$ cat src/rtl/pfs_pkg.sv
package pfs_pkg;
  typedef struct packed {
    logic fetch;
    logic rom;
    logic xdata;
  } cyc_cfg_t;
endpackage

$ cat src/rtl/mc_sequencer.sv
module mc_sequencer #(
  parameter int STATES = 6,
  parameter int PHASES = 2,
  localparam int CLKS = STATES * PHASES,
  localparam int IW = $clog2(CLKS),
  localparam int SW = $clog2(STATES + 1)
) (
  input  logic          clk,
  input  logic          rst_n,
  output logic [IW-1:0] clk_idx,
  output logic          last_clk,
  output logic [SW-1:0] state_idx
);
  always_ff @(posedge clk) begin
    if (!rst_n) clk_idx <= '0;
    else if (last_clk) clk_idx <= '0;
    else clk_idx <= clk_idx + IW'(1);
  end

  assign last_clk = (clk_idx == IW'(CLKS - 1));
  assign state_idx = SW'(clk_idx / IW'(PHASES)) + SW'(1);

  AST_STATE_RANGE: assert property (@(posedge clk) disable iff (!rst_n)
    (state_idx >= SW'(1)) && (state_idx <= SW'(STATES)));
  AST_STATE_WRAP: assert property (@(posedge clk) disable iff (!rst_n)
    (state_idx == SW'(STATES) && $past(state_idx) == SW'(STATES) && $past(rst_n))
      |=> state_idx == SW'(1));
endmodule

$ cat src/rtl/fetch_source_sel.sv
module fetch_source_sel
  import pfs_pkg::*;
#(
  parameter int PC_W = 16,
  parameter logic [PC_W-1:0] ROM_LIMIT = 16'h3FFF
) (
  input  logic            clk,
  input  logic            rst_n,
  input  logic            load,
  input  logic            ea_sel,
  input  logic [PC_W-1:0] pc,
  input  logic            fetch_req,
  input  logic            xdata_cycle,
  output cyc_cfg_t        cfg
);
  logic on_chip;
  assign on_chip = ea_sel && (pc <= ROM_LIMIT);

  always_ff @(posedge clk) begin
    if (!rst_n) cfg <= '0;
    else if (load) begin
      cfg.fetch <= fetch_req;
      cfg.rom   <= on_chip;
      cfg.xdata <= xdata_cycle;
    end
  end
endmodule

$ cat src/rtl/strobe_gen.sv
module strobe_gen
  import pfs_pkg::*;
#(
  parameter int PHASES = 2,
  parameter int CLKS = 12,
  parameter int STROBE_LEN = 3,
  parameter int SECOND_STATE = 4,
  localparam int IW = $clog2(CLKS),
  localparam int NPULSE = 2
) (
  input  logic          clk,
  input  logic          rst_n,
  input  logic [IW-1:0] clk_idx,
  input  cyc_cfg_t      cfg,
  output logic          psen_n
);
  logic [NPULSE-1:0] in_win;
  logic ext_active;

  for (genvar i = 0; i < NPULSE; i++) begin : g_win
    localparam int START = (i == 0) ? 0 : (SECOND_STATE - 1) * PHASES;
    assign in_win[i] = (int'(clk_idx) >= START) && (int'(clk_idx) < START + STROBE_LEN);
  end

  assign ext_active = cfg.fetch && !cfg.rom && !cfg.xdata;
  assign psen_n = !(ext_active && (|in_win));

  AST_NO_STROBE_ROM: assert property (@(posedge clk) disable iff (!rst_n)
    cfg.rom |-> psen_n);
  AST_NO_STROBE_XDATA: assert property (@(posedge clk) disable iff (!rst_n)
    cfg.xdata |-> psen_n);
  AST_PULSE_HOLD: assert property (@(posedge clk) disable iff (!rst_n)
    ($fell(psen_n) && $past(rst_n)) |=> !psen_n);
  AST_PULSE_END: assert property (@(posedge clk) disable iff (!rst_n)
    (!psen_n && $past(!psen_n) && $past(!psen_n, 2)) |=> psen_n);
endmodule

$ cat src/rtl/prog_fetch_strobe.sv
module prog_fetch_strobe
  import pfs_pkg::*;
#(
  parameter int PC_W = 16,
  parameter logic [PC_W-1:0] ROM_LIMIT = 16'h3FFF,
  parameter int STATES = 6,
  parameter int PHASES = 2,
  parameter int STROBE_LEN = 3,
  parameter int SECOND_STATE = 4,
  localparam int CLKS = STATES * PHASES,
  localparam int IW = $clog2(CLKS),
  localparam int SW = $clog2(STATES + 1)
) (
  input  logic            clk,
  input  logic            rst_n,
  input  logic            ea_sel,
  input  logic [PC_W-1:0] pc,
  input  logic            fetch_req,
  input  logic            xdata_cycle,
  output logic            psen_n,
  output logic            rom_sel,
  output logic [SW-1:0]   mc_state
);
  logic [IW-1:0] clk_idx;
  logic          last_clk;
  cyc_cfg_t      cfg;

  mc_sequencer #(.STATES(STATES), .PHASES(PHASES)) u_seq (
    .clk(clk), .rst_n(rst_n), .clk_idx(clk_idx),
    .last_clk(last_clk), .state_idx(mc_state)
  );

  fetch_source_sel #(.PC_W(PC_W), .ROM_LIMIT(ROM_LIMIT)) u_src (
    .clk(clk), .rst_n(rst_n), .load(last_clk), .ea_sel(ea_sel), .pc(pc),
    .fetch_req(fetch_req), .xdata_cycle(xdata_cycle), .cfg(cfg)
  );

  strobe_gen #(.PHASES(PHASES), .CLKS(CLKS), .STROBE_LEN(STROBE_LEN),
               .SECOND_STATE(SECOND_STATE)) u_stb (
    .clk(clk), .rst_n(rst_n), .clk_idx(clk_idx), .cfg(cfg), .psen_n(psen_n)
  );

  assign rom_sel = cfg.fetch && cfg.rom;

  AST_SRC_HOLD: assert property (@(posedge clk) disable iff (!rst_n)
    (!last_clk && $past(rst_n)) |=> $stable(rom_sel));
  AST_STROBE_START: assert property (@(posedge clk) disable iff (!rst_n)
    $fell(psen_n) |-> (mc_state == SW'(1) || mc_state == SW'(SECOND_STATE)));
  AST_ROM_NO_PULSE: assert property (@(posedge clk) disable iff (!rst_n)
    rom_sel |-> psen_n);
endmodule

$ cat config.mk
export PLATFORM = sky130hd
export DESIGN_NAME = prog_fetch_strobe
export DESIGN_NICKNAME = d
export VERILOG_FILES = /design/src/rtl/pfs_pkg.sv /design/src/rtl/mc_sequencer.sv /design/src/rtl/fetch_source_sel.sv /design/src/rtl/strobe_gen.sv /design/src/rtl/prog_fetch_strobe.sv
export SDC_FILE = /design/constraint.sdc
export NUM_CORES = 1
export LEC_CHECK = 0
export ABC_CLOCK_PERIOD_IN_PS = 3200
export BUFFER_PORTS_ARGS = -buffer_cell sky130_fd_sc_hd__buf_2
export CAP_MARGIN = 20
export CORE_AREA = 3 3 40 42
export CTS_BUF_LIST = sky130_fd_sc_hd__clkbuf_8
export CTS_CLUSTER_SIZE = 8
export DETAILED_ROUTE_END_ITERATION = 7
export DIE_AREA = 0 0 43 45
export GPL_ROUTABILITY_DRIVEN = 0
export GPL_TIMING_DRIVEN = 1
export HOLD_SLACK_MARGIN = 0.02
export PLACE_DENSITY = 0.59
export SYNTH_ARGS = -nofsm -noshare
export SYNTH_HDL_FRONTEND = slang
export SYNTH_HIERARCHICAL = 1
export SYNTH_SLANG_ARGS = --single-unit
$ cat constraint.sdc
create_clock -name clk -period 3.2 [get_ports clk]
set_input_delay 0.32 -clock clk [delete_from_list [all_inputs] [get_ports clk]]
set_output_delay 0.32 -clock clk [all_outputs]
set_load 0.1 [all_outputs]
# Yosys cells after proc, flatten, opt, wreduce, memory -nomap -nowiden
# Index checks and enable logic that the tools add are counted.
op_classes:
  n_addsub: 2
  n_mul: 0
  n_div: 0
  n_lt_le_gt_ge: 4
  eq_ne: 1
  shifts: 0
  n_mux: 0
  bitwise: 1
  reduce_logical: 11
ops:
  columns: ["cell", "count"]
  rows:
  - ["16-bit by 14-bit <= comparator with 1-bit output (second input constant)", 1]
  - ["1-bit logical AND", 6]
  - ["4-bit by 1-bit adder with 4-bit output (second input constant)", 1]
  - ["4-bit equality test (second input constant)", 1]
  - ["4-bit by 3-bit greater-or-equal comparator with 1-bit output (second input constant)", 1]
  - ["4-bit by 2-bit < comparator with 1-bit output (second input constant)", 1]
  - ["4-bit < comparator (second input constant)", 1]
  - ["2-bit OR reduction", 2]
  - ["3-bit by 1-bit adder with 3-bit output (second input constant)", 1]
  - ["1-bit zero test", 3]
  - ["1-bit inverter", 1]
word_totals:
  register_bits: 7
  latchBits: 0
  ramBits: 0
  romBits: 0
  input_bits: 21
  output_inout_bits: 5
  wordCells: 23
  memories: 0

# Logic depth before layout (Yosys ltp)
# Gate-level depths: netlist (run 1).
depth:
  word_depth: 5
  mapped_depth: 4
  depth_no_buf: 4

# Hierarchy
# Netlist (run 1), hierarchy kept.
modules_own_cells:
  columns: ["module", "instances", "cells_each", "area_per_inst_um2", "seq_area_each_um2"]
  rows:
  - ["mc_sequencer", 1, 20, 203.9, 80.1]
  - ["fetch_source_sel", 1, 10, 120.1, 60.1]
  - ["strobe_gen", 1, 5, 37.5, 0.0]
  - ["prog_fetch_strobe", 1, 1, 6.3, 0.0]

# Least setup slack after synthesis (run 1)
# No wires, ideal clock.
synth_timing:
  path_type: "reg2out"
  startpoint: "reg u_seq.clk_idx[1]"
  endpoint: "out mc_state[2]"
  arrival_time_ps: 2021
  t_required_ps: 2880
  setup_slack_ps: 859
  stages_incl_launch_ff: 3
  n_path_buf: 0
  path_cell_list: "dfxtp_1 > ha_1 > xor2_1"
synth_via:
  elab_chain_len: 1
synth_lines:
  columns: ["element", "line", "source"]
  rows:
  - ["start: declaration", "mc_sequencer.sv:10", "output logic [IW-1:0] clk_idx,"]
  - ["start signal: assignment", "mc_sequencer.sv:17", "else clk_idx <= clk_idx + IW'(1);"]
  - ["3-bit by 1-bit adder with 3-bit output", "mc_sequencer.sv:21", "assign state_idx = SW'(clk_idx / IW'(PHASES)) + SW'(1);"]
  - ["end: declaration", "prog_fetch_strobe.sv:22", "output logic [SW-1:0] mc_state"]
# No other way between the ends.

# Worst setup path after layout (run 1)
# Ends and elaborated chain as after synthesis.

==> results of run 1 <==
## worst max path at each step
stage,from,endpoint,cells past startpoint
2_1_floorplan,u_seq/clk_idx[1],mc_state[2],2
3_3_place_gp,u_seq/clk_idx[1],mc_state[2],3
3_5_place_dp,u_seq/clk_idx[1],mc_state[2],3
4_1_cts,u_seq/clk_idx[1],mc_state[2],3
5_1_grt,u_seq/clk_idx[1],mc_state[2],3
6_report,u_seq/clk_idx[1],mc_state[2],3
## Yosys cell counts
master	instances
nor3b_1	1
and4bb_1	1
nor2b_1	4
and2b_1	1
nand3b_1	1
xor2_1	1
o21a_1	2
and2_0	1
nor2_1	1
nand2_1	2
o31ai_1	1
o2111ai_1	1
and2_1	1
o21ai_0	1
ha_1	2
mux2i_1	2
inv_1	2
nand4b_1	1
and3b_4	1
nor3b_2	2
dfxtp_1	7
## cell type report
class,instances,area [µm²]
Inverter,2,7.51
Clock buffer,3,41.3
Clock inverter,1,5.00
Tap cell,15,18.8
Timing Repair Buffer,11,55.1
Multi-Input combinational cell,27,220
Fill cell,131,797
Sequential cell,7,140
## metrics by stage
| step | hold slack, ns | cell area [µm²] |
|---|---|---|
| final | 0.359 | 488 |
| after global routing | 0.389 | 488 |
| after CTS | 0.360 | 488 |
| after global placement | 0.515 | 442 |
| after detailed placement | 0.534 | 442 |
| after floorplan | 0.434 | 368 |
## cell families after synthesis
logic type	after synthesis
simple gates	17
flops	7
compound gates	5
buf+inv	2
mux	2
fa+ha+maj	2
xor+xnor	1
## worst reg2reg max path, cell delays in order (launching register included)
cell,delay (ns)
dfxtp_1,0.43
ha_1,0.24
and3b_4,0.27
and2b_1,0.19
o21a_1,0.15
## layer usage
metal / up-vias / part of all wire / track usage
met2: 10 / 0.40 / 0.111
met5: - / 0 / 0
met1: 125 / 0.50 / 0.102
met4: 0 / 0 / 0.0181
li1: 157 / - / -
met3: 0 / 0.096 / 0.0717
## sequential cells by signal, summed over array words and instances (netlist names)
register / count
u_src/cfg: 3
u_seq/clk_idx: 4
## power by group through the flow
stage	clock network, mW	registers (mW)	logic, mW
after floorplan	0	0.0958	0.0384
after CTS	0.127	0.0957	0.0461
after global placement	0	0.0971	0.0456
after global routing	0.135	0.0964	0.0479
final	0.123	0.0960	0.0457
after detailed placement	0	0.0972	0.0459
==> out/results.ini, run 1 <==
[die]
initial_core_util=0.286
num_io_pins=26
dieHeight_um=45
die_x_um=43
die_area_mm2=0.00194
core_area_mm2=0.00128
std_cell_rows=13

[yosys]
synth_top_family_by_area=simple AND/OR/NAND/NOR gates
yosys.area.top_type=dfxtp_1
netlist_area_um2=368
synth_compound_area_frac=0.0986
synth.area.mux_share=0.0544
yosysWarnings=6
synthAdderAreaFrac=0.0680
avgSynthCellArea_um2=10.2
synth_xor_area_frac=0.0238
yosys.cell_types.count=21
synth-seq-area-share=0.381
ys_seq_elements=7
yosys.area_share.simple=0.354
syn_inst=36
synth.area.top_cells=dfxtp_1, ha_1, nor2b_1
synth_top_area_frac=0.381
mappedNetlistNets=59

[clock_tree]
root_buffer=clkbuf_8
h-tree-depth=1
cts_sinks=7
cts_resized=0
cts_setup_buffers=0
cts_tree=yes
numCtsBuffers=3
clk_pin_slew_ns=0.04
clock_latency_ns=0.23
cts_buffer_depth=2
postCtsHoldBufs=0

[power]
vdd_drop_max_mv=0.332
swShare=0.296
p_int_mw=0.186
switching_power_mw=0.0783
p_total_mw=0.264
clkPwrFrac=0.464
p_per_area_mw_per_mm2=542
power_frac_comb=0.173
seqPwrFrac=0.363
power_leakage_nw=0.222

[drt]
drc=0
wl_per_cell_um=10.4
via_per_inst=4.42
dr.pass1.iters=2
drt_iter0_drc=2
routed-via-count=292
routed_wl_um=685
ant_nets=0

[timing]
period_share=0.556
rsz0062_at_grt=false
hold_violations=0
max_freq_mhz=562
drv_slew=0
setup_ws_ns=1.42
slew_headroom=0.674
setup_viol=0
layout_min_cycle_time_ns=1.78
setup_tns_ns=0
fin_skew_ns=0.00404
tightest_slew_ns=0.492

[critical_path]
crit_fanout=6
ff2ff_path_depth=4
critical_path_required_ns=2.88
worst_setup_path_end_kind=output port
path_class=reg2out
critPathBufInv=1
r2r_start=u_seq/clk_idx[1]
r2r_slack_ns=1.81
critPathArrivalTime_ns=1.46
path_cells=ha_1 -> xor2_1 -> buf_2
r2r_end=u_src/cfg[1]
critPathMaxStageDelay_ns=0.43
cp_slowest_cell=dfxtp_1
cp-start-kind=register
cp_top_family=flip-flops

[cells_and_area]
final_util=0.380
nNetsFinal=75
insertedDiodeCount=0
drive_gt1_frac=0.353
mostFrequentLayoutCells=buf_2, dfxtp_1, nor2b_1
final_common_cell=buf_2
fin_cells=66
areaGrowthSynthToFinish_pct=32.7

[grt]
grt_max_degree=9
grt_pass1_wl_um=1100
overflow=0
grtUsageTotal=0.0835
grt_pass1_vias=248
antenna_found_initial=0

[run]
drv_cap=0

[min_path]
whs_endpoint=u_src/cfg[0]
hp-start=xdata_cycle
hold_depth=3
hold_class=in2reg

[placed_design]
hpwl_um=510
dp_slack_ns=1.67
port_buffers=11
dp.cells=62

[run_status]
outcome=complete, no violations

(Power assumes the default switching activity.)
==> run 2: changes to the inputs <==
--- a/config.mk
+++ b/config.mk
@@ -5,7 +5,7 @@
 export SDC_FILE = /design/constraint.sdc
 export NUM_CORES = 1
 export LEC_CHECK = 0
-export ABC_CLOCK_PERIOD_IN_PS = 3200
+export ABC_CLOCK_PERIOD_IN_PS = 1500
 export BUFFER_PORTS_ARGS = -buffer_cell sky130_fd_sc_hd__buf_2
 export CAP_MARGIN = 20
 export CORE_AREA = 3 3 40 42
@@ -16,7 +16,7 @@
 export GPL_ROUTABILITY_DRIVEN = 0
 export GPL_TIMING_DRIVEN = 1
 export HOLD_SLACK_MARGIN = 0.02
-export PLACE_DENSITY = 0.59
+export PLACE_DENSITY = 0.61
 export SYNTH_ARGS = -nofsm -noshare
 export SYNTH_HDL_FRONTEND = slang
 export SYNTH_HIERARCHICAL = 1
==> constraint.sdc (replaced) <==
create_clock -name clk -period 1.5 [get_ports clk]
set_input_delay 0.15 -clock clk [delete_from_list [all_inputs] [get_ports clk]]
set_output_delay 0.15 -clock clk [all_outputs]
set_load 0.1 [all_outputs]
==> out/results.ini, run 2 (synthesis results as in run 1) <==
[run_status]
outcome=complete, no violations

[placed_design]
port_buffers=11
hpwl_um=508
dp.cells=62

[clock_tree]
cts_setup_buffers=0
cts_resized=0
clock_latency_ns=0.23
cts_buffer_depth=2
root_buffer=clkbuf_8
postCtsHoldBufs=0
numCtsBuffers=3
clk_pin_slew_ns=0.04
cts_sinks=7
h-tree-depth=1
cts_tree=yes

[grt]
overflow=0
grt_max_degree=9
grt_pass1_vias=276
grt_pass1_wl_um=1140
grtUsageTotal=0.0794
antenna_found_initial=0

[cells_and_area]
nNetsFinal=75
insertedDiodeCount=0
nFillCells=132
largest_reg_flops=4
final_util=0.428
largestRegisters=u_seq/clk_idx x4, u_src/cfg x3
mostFrequentLayoutCells=buf_2, dfxtp_1, nor2b_1
top_register=u_seq/clk_idx
final_common_cell=buf_2
fin_cells=66
drive_gt1_frac=0.431
areaGrowthSynthToFinish_pct=49.7

[power]
p_per_area_mw_per_mm2=1060
power_leakage_nw=0.236
vdd_drop_max_mv=0.809

[drt]
routed_wl_um=674
wl_met1_um=312
wl_met3_um=56
wl_per_cell_um=10.2
top_layer_used=met3
dr.pass1.iters=3
dr_wl_met2_um=304
drc=0
drt_iter0_drc=6
routed-via-count=301
ant_nets=0
via_per_inst=4.56

[critical_path]
cp_slowest_cell=dfxtp_2
worst_setup_path_end_kind=output port
crit_fanout=6
ff2ff_path_depth=4
path_cells=ha_2 -> xor2_2 -> buf_12
critPathMaxStageDelay_ns=0.38
critPathBufInv=1
r2r_start=u_seq/clk_idx[0]
critPathArrivalTime_ns=1.22
r2r_slack_ns=0.14
cp-start-kind=register
r2r_end=u_src/cfg[1]
cp_top_family=flip-flops
path_class=reg2out
critical_path_required_ns=1.35

[die]
dieHeight_um=45
die_area_mm2=0.00194
core_area_mm2=0.00128
initial_core_util=0.286
die_x_um=43
std_cell_rows=13
num_io_pins=26

[timing]
timing.hold.ws_ns=0.186
setup_tns_ns=0
drv_slew=0
hold_violations=0
slew_headroom=0.679
setup_viol=0
layout_min_cycle_time_ns=1.37
tightest_slew_ns=0.486
max_freq_mhz=728
period_share=0.916
fin_skew_ns=0.00648
rsz0062_at_grt=false

[min_path]
whs_endpoint=u_src/cfg[0]
hold_depth=3
hold_class=in2reg
hp-start=xdata_cycle

[run]
drv_cap=0

[run 2: changes by cell type in the layout (fill, tap and decap cells not counted), sizes merged]
cell	change
clkinv	-1
inv	+1
[run 2: tightest hold or removal path: cells and delay by family]
family                 cells  cell delay (ns)
buffers and inverters      1             0.07
muxes                      1             0.05
and+or+nand+nor            1             0.09
[run 2: area by class of cell]
class / instances / area (µm²) / share of cell area
clock buffers: 3 / 41.3 / 0.0750
clock inverters: 1 / 3.75 / 0.00682
inverters: 2 / 7.51 / 0.0136
multi-input cells: 27 / 236 / 0.430
flip-flops and latches: 7 / 143 / 0.259
well taps: 15 / 18.8 / 0.0341
repair buffers: 11 / 100 / 0.182
[run 2: worst max-delay path by stage]
stage | cells after the start | endpoint | from | slack (ns)
after floorplan | 2 | mc_state[2] | u_seq/clk_idx[1] | -0.17
after global placement | 4 | u_src/cfg[1] | u_seq/clk_idx[1] | 0.15
after detailed placement | 4 | u_src/cfg[1] | u_seq/clk_idx[1] | 0.11
after CTS | 3 | mc_state[2] | u_seq/clk_idx[1] | 0.006
after global routing | 4 | u_src/cfg[1] | u_seq/clk_idx[0] | 0.02
final | 3 | mc_state[2] | u_seq/clk_idx[1] | 0.13
[run 2: report_power, final]
part | switching [mW] | internal (mW) | total (mW) | leakage [nW]
registers | 0.0113 | 0.195 | 0.206 | 0.0578
logic | 0.0773 | 0.0414 | 0.119 | 0.151
clock network | 0.0799 | 0.177 | 0.257 | 0.0269
total | 0.168 | 0.413 | 0.581 | 0.236
[run 2: through the flow]
| stage | setup slack, ns | power, mW | cell area, µm² |
|---|---|---|---|
| 3_5_place_dp | 0.113 | 0.326 | 500 |
| 3_3_place_gp | 0.151 | 0.324 | 500 |
| 2_1_floorplan | -0.171 | 0.288 | 382 |
| 4_1_cts | 0.00593 | 0.585 | 546 |
| 5_1_grt | 0.0223 | 0.607 | 551 |
| 6_report | 0.126 | 0.581 | 551 |
[run 2: layer usage]
layer / GRT usage / vias to the layer above
met5: 0 / -
met1: 0.0973 / 131
met4: 0.0181 / 0
li1: - / 157
met3: 0.0478 / 0
met2: 0.120 / 13
